`src/rtl/swcfg_pkg.sv`:
```
package swcfg_pkg;

   localparam int THD_W       = 3;
   localparam int PLIM_W      = 3;
   localparam int CMD_LAST    = 23;
   localparam int CMD_THD_LO  = 6;
   localparam int CMD_THD_HI  = CMD_THD_LO + (1 << THD_W) - 1;
   localparam int CMD_PLIM_LO = 16;
   localparam int CMD_PLIM_HI = CMD_PLIM_LO + (1 << PLIM_W) - 1;

   typedef struct packed {
      logic              agc_en;
      logic              gain_hi;
      logic [THD_W-1:0]  thd;
      logic              nc_only;
      logic [PLIM_W-1:0] plim;
   } cfg_t;

   localparam cfg_t CFG_POWER_ON = '{agc_en: 1'b1, gain_hi: 1'b1, thd: '0,
                                     nc_only: 1'b0, plim: '1};

   function automatic logic cmd_known(input int unsigned n);
      return (n >= 1) && (n <= CMD_LAST);
   endfunction

   function automatic cfg_t cmd_apply(input int unsigned n, input cfg_t cur);
      cfg_t nxt;
      nxt = cur;
      if (n == 1)      nxt.agc_en  = 1'b0;
      else if (n == 2) nxt.agc_en  = 1'b1;
      else if (n == 3) nxt         = CFG_POWER_ON;
      else if (n == 4) nxt.gain_hi = 1'b0;
      else if (n == 5) nxt.gain_hi = 1'b1;
      else if (n >= CMD_THD_LO && n <= CMD_THD_HI)
         nxt.thd = THD_W'(n - CMD_THD_LO);
      else if (n == 14) nxt.nc_only = 1'b0;
      else if (n == 15) nxt.nc_only = 1'b1;
      else if (n >= CMD_PLIM_LO && n <= CMD_PLIM_HI)
         nxt.plim = PLIM_W'(n - CMD_PLIM_LO);
      return nxt;
   endfunction

endpackage

```
`src/rtl/swcfg_sync.sv`:
```
module swcfg_sync #(
   parameter int STAGES = 2
) (
   input  logic clk_i,
   input  logic rst_ni,
   input  logic d_i,
   output logic q_o
);
   generate
      if (STAGES == 0) begin : g_bypass
         assign q_o = d_i;
      end else begin : g_chain
         logic [STAGES-1:0] ff_q;
         always_ff @(posedge clk_i or negedge rst_ni) begin
            if (!rst_ni) begin
               ff_q <= '0;
            end else begin
               ff_q[0] <= d_i;
               for (int i = 1; i < STAGES; i++) ff_q[i] <= ff_q[i-1];
            end
         end
         assign q_o = ff_q[STAGES-1];
      end
   endgenerate
endmodule

```
`src/rtl/swcfg_deglitch.sv`:
```
module swcfg_deglitch #(
   parameter int MIN_CYC = 5
) (
   input  logic clk_i,
   input  logic rst_ni,
   input  logic raw_i,
   output logic lvl_o,
   output logic rise_o,
   output logic change_o
);
   localparam int CW = $clog2(MIN_CYC + 1);

   logic [CW-1:0] run_q;
   logic          lvl_q;
   logic          differ;
   logic          flip;

   assign differ = raw_i ^ lvl_q;
   assign flip   = differ && (run_q == CW'(MIN_CYC - 1));

   always_ff @(posedge clk_i or negedge rst_ni) begin
      if (!rst_ni) begin
         run_q <= '0;
         lvl_q <= 1'b0;
      end else if (!differ) begin
         run_q <= '0;
      end else if (flip) begin
         run_q <= '0;
         lvl_q <= raw_i;
      end else begin
         run_q <= run_q + CW'(1);
      end
   end

   assign lvl_o    = lvl_q;
   assign rise_o   = flip & raw_i;
   assign change_o = flip;
endmodule

```
`src/rtl/swcfg_seq.sv`:
```
module swcfg_seq #(
   parameter int LATCH_CYC = 350,
   parameter int SHUT_CYC  = 450,
   parameter int CNT_W     = 5
) (
   input  logic             clk_i,
   input  logic             rst_ni,
   input  logic             lvl_i,
   input  logic             rise_i,
   input  logic             change_i,
   output logic             amp_en_o,
   output logic             wake_o,
   output logic             latch_o,
   output logic [CNT_W-1:0] cmd_o
);
   localparam int LIM = (LATCH_CYC > SHUT_CYC) ? LATCH_CYC : SHUT_CYC;
   localparam int TW  = $clog2(LIM + 1);
   localparam logic [CNT_W-1:0] CNT_SAT = '1;

   typedef enum logic {ST_OFF, ST_ON} st_e;

   st_e              st_q;
   logic [TW-1:0]    tmr_q;
   logic [CNT_W-1:0] cnt_q;
   logic             high_to;
   logic             low_to;

   always_ff @(posedge clk_i or negedge rst_ni) begin
      if (!rst_ni)               tmr_q <= '0;
      else if (change_i)         tmr_q <= '0;
      else if (tmr_q != TW'(LIM)) tmr_q <= tmr_q + TW'(1);
   end

   assign high_to = (st_q == ST_ON) && lvl_i && !change_i
                    && (tmr_q == TW'(LATCH_CYC - 1));
   assign low_to  = (st_q == ST_ON) && !lvl_i && !change_i
                    && (tmr_q == TW'(SHUT_CYC - 1));
   assign wake_o  = (st_q == ST_OFF) && rise_i;

   always_ff @(posedge clk_i or negedge rst_ni) begin
      if (!rst_ni) begin
         st_q <= ST_OFF;
      end else begin
         if (wake_o)      st_q <= ST_ON;
         else if (low_to) st_q <= ST_OFF;
      end
   end

   always_ff @(posedge clk_i or negedge rst_ni) begin
      if (!rst_ni)
         cnt_q <= '0;
      else if (wake_o || high_to || low_to)
         cnt_q <= '0;
      else if ((st_q == ST_ON) && rise_i && (cnt_q != CNT_SAT))
         cnt_q <= cnt_q + CNT_W'(1);
   end

   assign amp_en_o = (st_q == ST_ON);
   assign latch_o  = high_to;
   assign cmd_o    = cnt_q;
endmodule

```
`src/rtl/swcfg_cfg_regs.sv`:
```
module swcfg_cfg_regs
   import swcfg_pkg::*;
#(
   parameter int CNT_W = 5
) (
   input  logic             clk_i,
   input  logic             rst_ni,
   input  logic             wake_i,
   input  logic             latch_i,
   input  logic [CNT_W-1:0] cmd_i,
   output cfg_t             cfg_o,
   output logic             stb_o
);
   int unsigned cmd_n;
   logic        take;
   cfg_t        cfg_q;
   logic        stb_q;

   assign cmd_n = 32'(cmd_i);
   assign take  = latch_i && cmd_known(cmd_n);

   always_ff @(posedge clk_i or negedge rst_ni) begin
      if (!rst_ni) begin
         cfg_q <= CFG_POWER_ON;
         stb_q <= 1'b0;
      end else begin
         stb_q <= take;
         if (wake_i)    cfg_q <= CFG_POWER_ON;
         else if (take) cfg_q <= cmd_apply(cmd_n, cfg_q);
      end
   end

   assign cfg_o = cfg_q;
   assign stb_o = stb_q;
endmodule

```
`src/rtl/swcfg_decoder.sv`:
```
module swcfg_decoder
   import swcfg_pkg::*;
#(
   parameter int SYNC_STAGES   = 2,
   parameter int MIN_PULSE_CYC = 5,
   parameter int LATCH_CYC     = 350,
   parameter int SHUT_CYC      = 450,
   parameter int CNT_W         = 5
) (
   input  logic              clk_i,
   input  logic              rst_ni,
   input  logic              ctl_pin_i,
   output logic              amp_en_o,
   output logic              agc_en_o,
   output logic              gain_hi_o,
   output logic [THD_W-1:0]  thd_code_o,
   output logic              nc_only_o,
   output logic [PLIM_W-1:0] plim_code_o,
   output logic              cfg_stb_o
);
   generate
      if (CNT_W < 5) begin : g_chk_cnt
         $error("CNT_W must hold counts above the last command");
      end
      if (MIN_PULSE_CYC < 1) begin : g_chk_min
         $error("MIN_PULSE_CYC must be at least 1");
      end
      if (LATCH_CYC <= MIN_PULSE_CYC) begin : g_chk_latch
         $error("LATCH_CYC must exceed MIN_PULSE_CYC");
      end
      if (SHUT_CYC <= MIN_PULSE_CYC) begin : g_chk_shut
         $error("SHUT_CYC must exceed MIN_PULSE_CYC");
      end
   endgenerate

   logic             pin_s;
   logic             lvl;
   logic             rise;
   logic             change;
   logic             wake;
   logic             latch;
   logic [CNT_W-1:0] cmd;
   cfg_t             cfg;

   swcfg_sync #(.STAGES(SYNC_STAGES)) sync_i (
      .clk_i(clk_i), .rst_ni(rst_ni), .d_i(ctl_pin_i), .q_o(pin_s));

   swcfg_deglitch #(.MIN_CYC(MIN_PULSE_CYC)) dgl_i (
      .clk_i(clk_i), .rst_ni(rst_ni), .raw_i(pin_s),
      .lvl_o(lvl), .rise_o(rise), .change_o(change));

   swcfg_seq #(.LATCH_CYC(LATCH_CYC), .SHUT_CYC(SHUT_CYC), .CNT_W(CNT_W)) seq_i (
      .clk_i(clk_i), .rst_ni(rst_ni), .lvl_i(lvl), .rise_i(rise),
      .change_i(change), .amp_en_o(amp_en_o), .wake_o(wake),
      .latch_o(latch), .cmd_o(cmd));

   swcfg_cfg_regs #(.CNT_W(CNT_W)) regs_i (
      .clk_i(clk_i), .rst_ni(rst_ni), .wake_i(wake), .latch_i(latch),
      .cmd_i(cmd), .cfg_o(cfg), .stb_o(cfg_stb_o));

   assign agc_en_o    = cfg.agc_en;
   assign gain_hi_o   = cfg.gain_hi;
   assign thd_code_o  = cfg.thd;
   assign nc_only_o   = cfg.nc_only;
   assign plim_code_o = cfg.plim;
endmodule

```
`config.mk`:
```
export PLATFORM = sky130hd
export DESIGN_NAME = swcfg_decoder
export DESIGN_NICKNAME = d
export VERILOG_FILES = /design/src/rtl/swcfg_pkg.sv /design/src/rtl/swcfg_sync.sv /design/src/rtl/swcfg_deglitch.sv /design/src/rtl/swcfg_seq.sv /design/src/rtl/swcfg_cfg_regs.sv /design/src/rtl/swcfg_decoder.sv
export SDC_FILE = /design/constraint.sdc
export NUM_CORES = 1
export LEC_CHECK = 0
export ABC_AREA = 1
export CAP_MARGIN = 10
export CORE_MARGIN = 2
export CORE_UTILIZATION = 52
export DETAILED_ROUTE_END_ITERATION = 8
export GPL_TIMING_DRIVEN = 0
export MAX_ROUTING_LAYER = met4
export PLACE_DENSITY = 0.77
export SETUP_SLACK_MARGIN = 0.02
export SLEW_MARGIN = 10
export SYNTH_ARGS = -nofsm -noshare
export SYNTH_HDL_FRONTEND = slang
export SYNTH_SLANG_ARGS = --single-unit
```
`constraint.sdc`:
```
create_clock -name clk_i -period 1.5 [get_ports clk_i]
set_input_delay 0.15 -clock clk_i [delete_from_list [all_inputs] [get_ports clk_i]]
set_output_delay 0.15 -clock clk_i [all_outputs]
set_load 0.01 [all_outputs]
```
After elaboration in Yosys (flattened, before gate mapping)

Cells that the tools add are included.

RAM bits: 0
Output and inout port bits: 11
Bits of input ports: 3
Bits in registers: 31
Memory bits (read-only): 0
Logic and storage cells: 104
Memories: 0
Latch bits: 0

Div/mod/pow operators: 0
Shift-type cells: 0
Equality and inequality tests: 19
Bitwise logic cells: 3
Order comparisons: 5
Multiplexer cells: 27
Reductions and logical operators: 33
$mul: 0
$add $sub $neg: 5

Operator list:

| operator              | count |
|---|---|
| $mux W9               | 4 |
| $mux W8               | 3 |
| $eq A9 B9 Y1 const B  | 2 |
| $mux W3               | 6 |
| $ne A3 B2 Y1 const B  | 5 |
| $logic_and A1 B1 Y1   | 14 |
| $mux W7               | 2 |
| $reduce_bool A4 Y1    | 3 |
| $eq A5 B2 Y1 const B  | 2 |
| $eq A5 B3 Y1 const B  | 2 |
| $eq A5 B4 Y1 const B  | 2 |
| $mux W5               | 2 |
| $add A9 B1 Y9 const B | 1 |
| $mux W1               | 9 |
| $ne A9 B9 Y1 const B  | 1 |
| $reduce_and A9 Y1     | 1 |
| $reduce_bool A2 Y1    | 4 |
| $reduce_and A7 Y1     | 1 |
| $reduce_and A6 Y1     | 1 |
| $reduce_bool A3 Y1    | 2 |
| $add A5 B1 Y5 const B | 1 |
| $eq A5 B1 Y1 const B  | 1 |
| $ge A5 B1 Y1 const B  | 1 |
| $ge A5 B3 Y1 const B  | 1 |
| other kinds (17)      | 21 |

Longest topological paths before layout

Word-level depth: 13
Gate-level depth with buffers: 14
Mapped depth without buffers: 13

By module

Synthesis repeated with hierarchy kept, for this count alone.

Cells, all modules: 270
Area, all modules: 2,013.2 um^2

Modules (own cells, without submodules):

| module         | times used | area each (um^2) | cells an instance |
|---|---|---|---|
| swcfg_seq      | 1          | 895.9            | 121 |
| swcfg_cfg_regs | 1          | 838.3            | 118 |
| swcfg_deglitch | 1          | 229.0            | 29 |
| swcfg_sync     | 1          | 50.0             | 2 |

Least setup slack after synthesis

Ideal clock, no wire load.

Path kind: register to register
From: reg seq_i.cnt_q[1] (netlist: seq_i.cmd_o[1])
To: reg regs_i.cfg_q, in the netlist regs_i.cfg_o[3]
Cell stages (with the launch flop): 15
Setup slack: -0.158 ns
Data arrival time: 1.541 ns
Clock period less this slack: 1.658 ns
Setup time: 0.117 ns
Path through: dfrtp_1 inv_1 ha_1 inv_1 nor2_1 nand2_1 nand2_1 nand2_2 inv_2 nand3_2 nand2_4 buf_8 nand2_1 nand2_1 nand2_1

Word-level cells in the longest chain between the ends: 10
Elaborated cells on any way between the ends: 31

Ends and longest elaborated chain:

| what                   | RTL line             | RTL |
|---|---|---|
| start, declared        | swcfg_seq.sv:24      | `logic [CNT_W-1:0] cnt_q;` |
| start signal, assigned | swcfg_seq.sv:55      | `cnt_q <= cnt_q + CNT_W'(1);` |
| $eq A5 B4 Y1           | swcfg_pkg.sv:36      | `else if (n == 14) nxt.nc_only = 1'b0;` |
| $mux W1                | swcfg_pkg.sv:36      |  |
| $mux W4                | swcfg_pkg.sv:34      | `else if (n >= CMD_THD_LO && n <= CMD_THD_HI)` |
| $mux W7                | swcfg_pkg.sv:33      | `else if (n == 5) nxt.gain_hi = 1'b1;` |
| $mux W7                | swcfg_pkg.sv:32      | `else if (n == 4) nxt.gain_hi = 1'b0;` |
| $mux W8                | swcfg_pkg.sv:31      | `else if (n == 3) nxt = CFG_POWER_ON;` |
| $mux W8                | swcfg_pkg.sv:30      | `else if (n == 2) nxt.agc_en = 1'b1;` |
| $mux W8                | swcfg_pkg.sv:29      | `if (n == 1) nxt.agc_en = 1'b0;` |
| $mux W9                | swcfg_cfg_regs.sv:29 | `else if (take) cfg_q <= cmd_apply(cmd_n, cfg_q);` |
| $mux W9                | swcfg_cfg_regs.sv:28 | `if (wake_i) cfg_q <= CFG_POWER_ON;` |
| end signal, assigned   | swcfg_cfg_regs.sv:29 |  |
| end, declared          | swcfg_cfg_regs.sv:16 | `cfg_t cfg_q;` |

Several ways; a longest one is shown, not always the timed one. The select of a mux whose other input is x is not followed.
A chain may end at the register's enable or synchronous reset.

Final worst setup path

Same ends and word-level chain as after synthesis.

==> flow_summary.json <==
{
  "status": "complete, but fails checks",
  "violations": "negative setup slack",
  "port_buffers": 13,
  "initial_utilization_pct": 53.6,
  "grt_pass1_vias": 1603,
  "ant_nets": 0,
  "ys_types": 28,
  "crit_arrival_ns": 1.94,
  "diodes": 0,
  "dieArea_um2": 4220,
  "grt_setup_unrepaired": "true",
  "skew_ns": 0.00450,
  "register_area_um2": 786,
  "cts_tree": "built",
  "fmax_mhz": 567,
  "powerDensity_nw_per_um2": 1180,
  "synthTopCellsByArea": "dfrtp_1 (34%), nand2_1 (12%), ha_1 (9.7%)",
  "clk_latency_ns": 0.28,
  "reg2reg_depth": 14,
  "finalCritPeriodShare_pct": 118,
  "criticalPathCategory": "reg2reg",
  "synthTopCellsByCount": "nand2_1 (60), inv_1 (30), nor2_1 (28)",
  "crit_path_end_kind": "flip-flop",
  "avgSynthCellArea_um2": 7.83,
  "synth.top_cell.area_share_pct": 33.7,
  "vias": 1762,
  "dr.pass1.iters": 5,
  "synthArstFlopShare_pct": 100,
  "min_period_ns": 1.76,
  "path_max_fanout": 5,
  "hold_path_end": "sync_i.g_chain.ff_q[0]$_DFF_PN0_",
  "tightest_slew_ns": 0.692,
  "whs_path_depth": 1,
  "timing.rr.end": "regs_i.cfg_o[3]$_DFFE_PN0P_",
  "holdWs_ns": 0.311,
  "timing.rr.start": "seq_i.cmd_o[1]$_DFFE_PN0P_",
  "drtIter0Drc": 139,
  "grt_pass1_wl_um": 7290,
  "multi_input_area_um2": 1220,
  "cts_sinks": 31,
  "globalRouteTotalUtil_pct": 22.9,
  "design.core.area_um2": 3610,
  "hold_start": "ctl_pin_i",
  "setup_ws_ns": -0.265,
  "crit_required_ns": 1.68,
  "wire_per_inst_um": 13.5,
  "cts_buffer_depth": 2,
  "place_congestion": 0.909,
  "cts_buffers": 5,
  "grt-ovfl-total": 0,
  "vdd_ir_drop_max_v": 0.000809,
  "drv_slew": 0,
  "drcViolationCount": 0,
  "routed_wl_um": 4580,
  "vias_per_cell": 5.20,
  "synth_nets": 265,
  "grt_max_degree": 32,
  "setup_viol": 14,
  "slew_headroom_pct": 53.8,
  "synth_edf_count": 0,
  "antenna_found_initial": 0,
  "area.growth.synth_to_final_pct": 39.0,
  "root_buffer": "clkbuf_8",
  "rows": 22,
  "yosysSeqAreaShare_pct": 40.5,
  "cp-start-kind": "flip-flop",
  "die_w_um": 65.0,
  "netlist_area_um2": 1930,
  "synth.most_common_cell": "nand2_1",
  "hp-class": "in2reg",
  "placed_area_um2": 2150,
  "dp_hpwl_um": 2720,
  "p_leak_nw": 1.32,
  "synth_top_area_cell": "dfrtp_1",
  "yosys_register_bits": 31,
  "drv_cap": 0,
  "regToRegSetupSlack_ns": -0.26,
  "path_clk_slew_ns": 0.07,
  "syn_inst": 247,
  "finalHoldViolCount": 0,
  "boundaryPins": 14,
  "fp.dieH_um": 65.0,
  "synth-warning-count": 0,
  "fin_area_um2": 2690,
  "layout-drive-gt1-share_pct": 37.1,
  "nFillCells": 249,
  "final_net_count": 308,
  "htreeDepth": 2,
  "synthFlopType": "dfrtp_1"
}
-- sequential cells by signal, summed over array words and instances, names as in the netlist --
name	count
seq_i.cmd_o	5
sync_i.g_chain.ff_q	2
seq_i.amp_en_o	1
seq_i.tmr_q	9
regs_i.stb_o	1
dgl_i.lvl_o	1
regs_i.cfg_o	9
dgl_i.run_q	3
-- cells by family (layout without fill, tap and decap cells) --
kind of cell	Yosys count	count (layout)	synth area share [%]
DFF	31	31	40.5
xor gates and xnor gates	3	3	1.36
buffers and inverters	38	82	8.35
and+or+nand+nor	135	135	32.6
AOI/OAI and AO/OA	25	25	7.51
adders and majority gates	15	15	9.71
-- area by class of cell --
type / instances / area share [%]
Sequential cell: 31 / 29.2
Tap cell: 48 / 2.23
Timing Repair Buffer: 36 / 12.5
Clock inverter: 2 / 1.30
Buffer: 2 / 0.978
Clock buffer: 6 / 3.07
Inverter: 36 / 5.31
Multi-Input combinational cell: 178 / 45.4
-- layout by cell type (no fill, tap or decap), types with 2 or more instances in the layout --
cell,netlist,routed
o21ai_2,3,2
nor2_2,1,6
a21oi_1,8,7
inv_1,30,24
dfrtp_2,0,3
clkdlybuf4s50_1,0,7
nand2_4,2,5
dlygate4sd2_1,0,5
clkbuf_8,0,6
buf_4,0,17
ha_4,0,3
inv_4,0,3
nand3_4,0,2
nand3_2,1,6
nand2_2,7,11
nor3_2,1,4
inv_2,6,9
buf_6,1,4
nand3_1,21,14
nand2_1,60,53
ha_1,15,9
nor3_1,7,4
dfstp_2,5,5
xor2_1,3,2
o21ai_4,0,2
nor2_4,2,6
nor2_1,28,19
dfrtp_1,26,23
o21ai_1,0,2
ha_2,0,3
nand4_1,2,2
o21ai_0,10,7
-- worst max-delay path by stage --
stage | start | slack (ns) | cells after the start | end
finish | seq_i.cmd_o[1]$_DFFE_PN0P_ | -0.26 | 14 | regs_i.cfg_o[3]$_DFFE_PN0P_
global placement | rst_ni | -0.40 | 1 | seq_i.cmd_o[0]$_DFFE_PN0P_
floorplan | seq_i.cmd_o[1]$_DFFE_PN0P_ | -0.07 | 14 | regs_i.cfg_o[3]$_DFFE_PN0P_
global route | seq_i.cmd_o[1]$_DFFE_PN0P_ | -0.36 | 14 | regs_i.cfg_o[3]$_DFFE_PN0P_
detailed placement | seq_i.cmd_o[1]$_DFFE_PN0P_ | -0.28 | 14 | regs_i.cfg_o[3]$_DFFE_PN0P_
CTS | seq_i.cmd_o[1]$_DFFE_PN0P_ | -0.20 | 14 | regs_i.cfg_o[3]$_DFFE_PN0P_
-- layer usage --
| metal | global-route usage (%) | vias up | share of wire [%] |
|---|---|---|---|
| met4 | 7.45 | 0 | 3.8 |
| met1 | 29.2 | 810 | 45 |
| met3 | 4.17 | 24 | 3.9 |
| li1 | - | 878 | - |
| met5 | - | - | 0 |
| met2 | 36.9 | 50 | 47 |
-- timing repair --
| item | 4_1_cts | 5_1_grt |
|---|---|---|
| buffers inserted | 12 | 9 |
| hold buffers | 1 | 0 |
| gates cloned | 0 | 1 |
| pin swaps | 11 | 21 |
| endpoints found under the hold margin | 26 | 0 |
| setup endpoints to repair | 19 | 20 |
| gates resized for setup | 30 | 30 |
-- worst max-delay path, cell delays in order (launching register included) --
cell and delay (ns):
dfrtp_2 0.49, inv_4 0.10, ha_4 0.14, inv_2 0.04, nor2_4 0.09, nand2_1 0.06, nand2_1 0.09, nand2_2 0.08
inv_2 0.08, nand3_2 0.10, nand2_4 0.14, buf_8 0.12, nand2_2 0.04, nand2_1 0.05, nand2_1 0.04
-- power breakdown --
| group | internal [W] | total (W) | switching (W) |
|---|---|---|---|
| sequential | 0.00101 | 0.00122 | 0.000207 |
| clock | 0.000537 | 0.000854 | 0.000317 |
| combinational | 0.000464 | 0.00109 | 0.000621 |
-- per-stage QoR --
stage	worst slack (ns)	power [W]	TNS [ns]	utilization, %	instances
2_1_floorplan	-0.0724	0.00182	-0.291	-	247
3_3_place_gp	-0.402	0.00202	-10.01	59.8	308
3_5_place_dp	-0.278	0.00204	-2.89	59.6	308
4_1_cts	-0.205	0.00301	-1.78	68.8	329
5_1_grt	-0.357	0.00337	-3.53	74.5	339
6_report	-0.265	0.00316	-2.44	74.5	339
No activity file was read; power rests on OpenSTA's default activity.
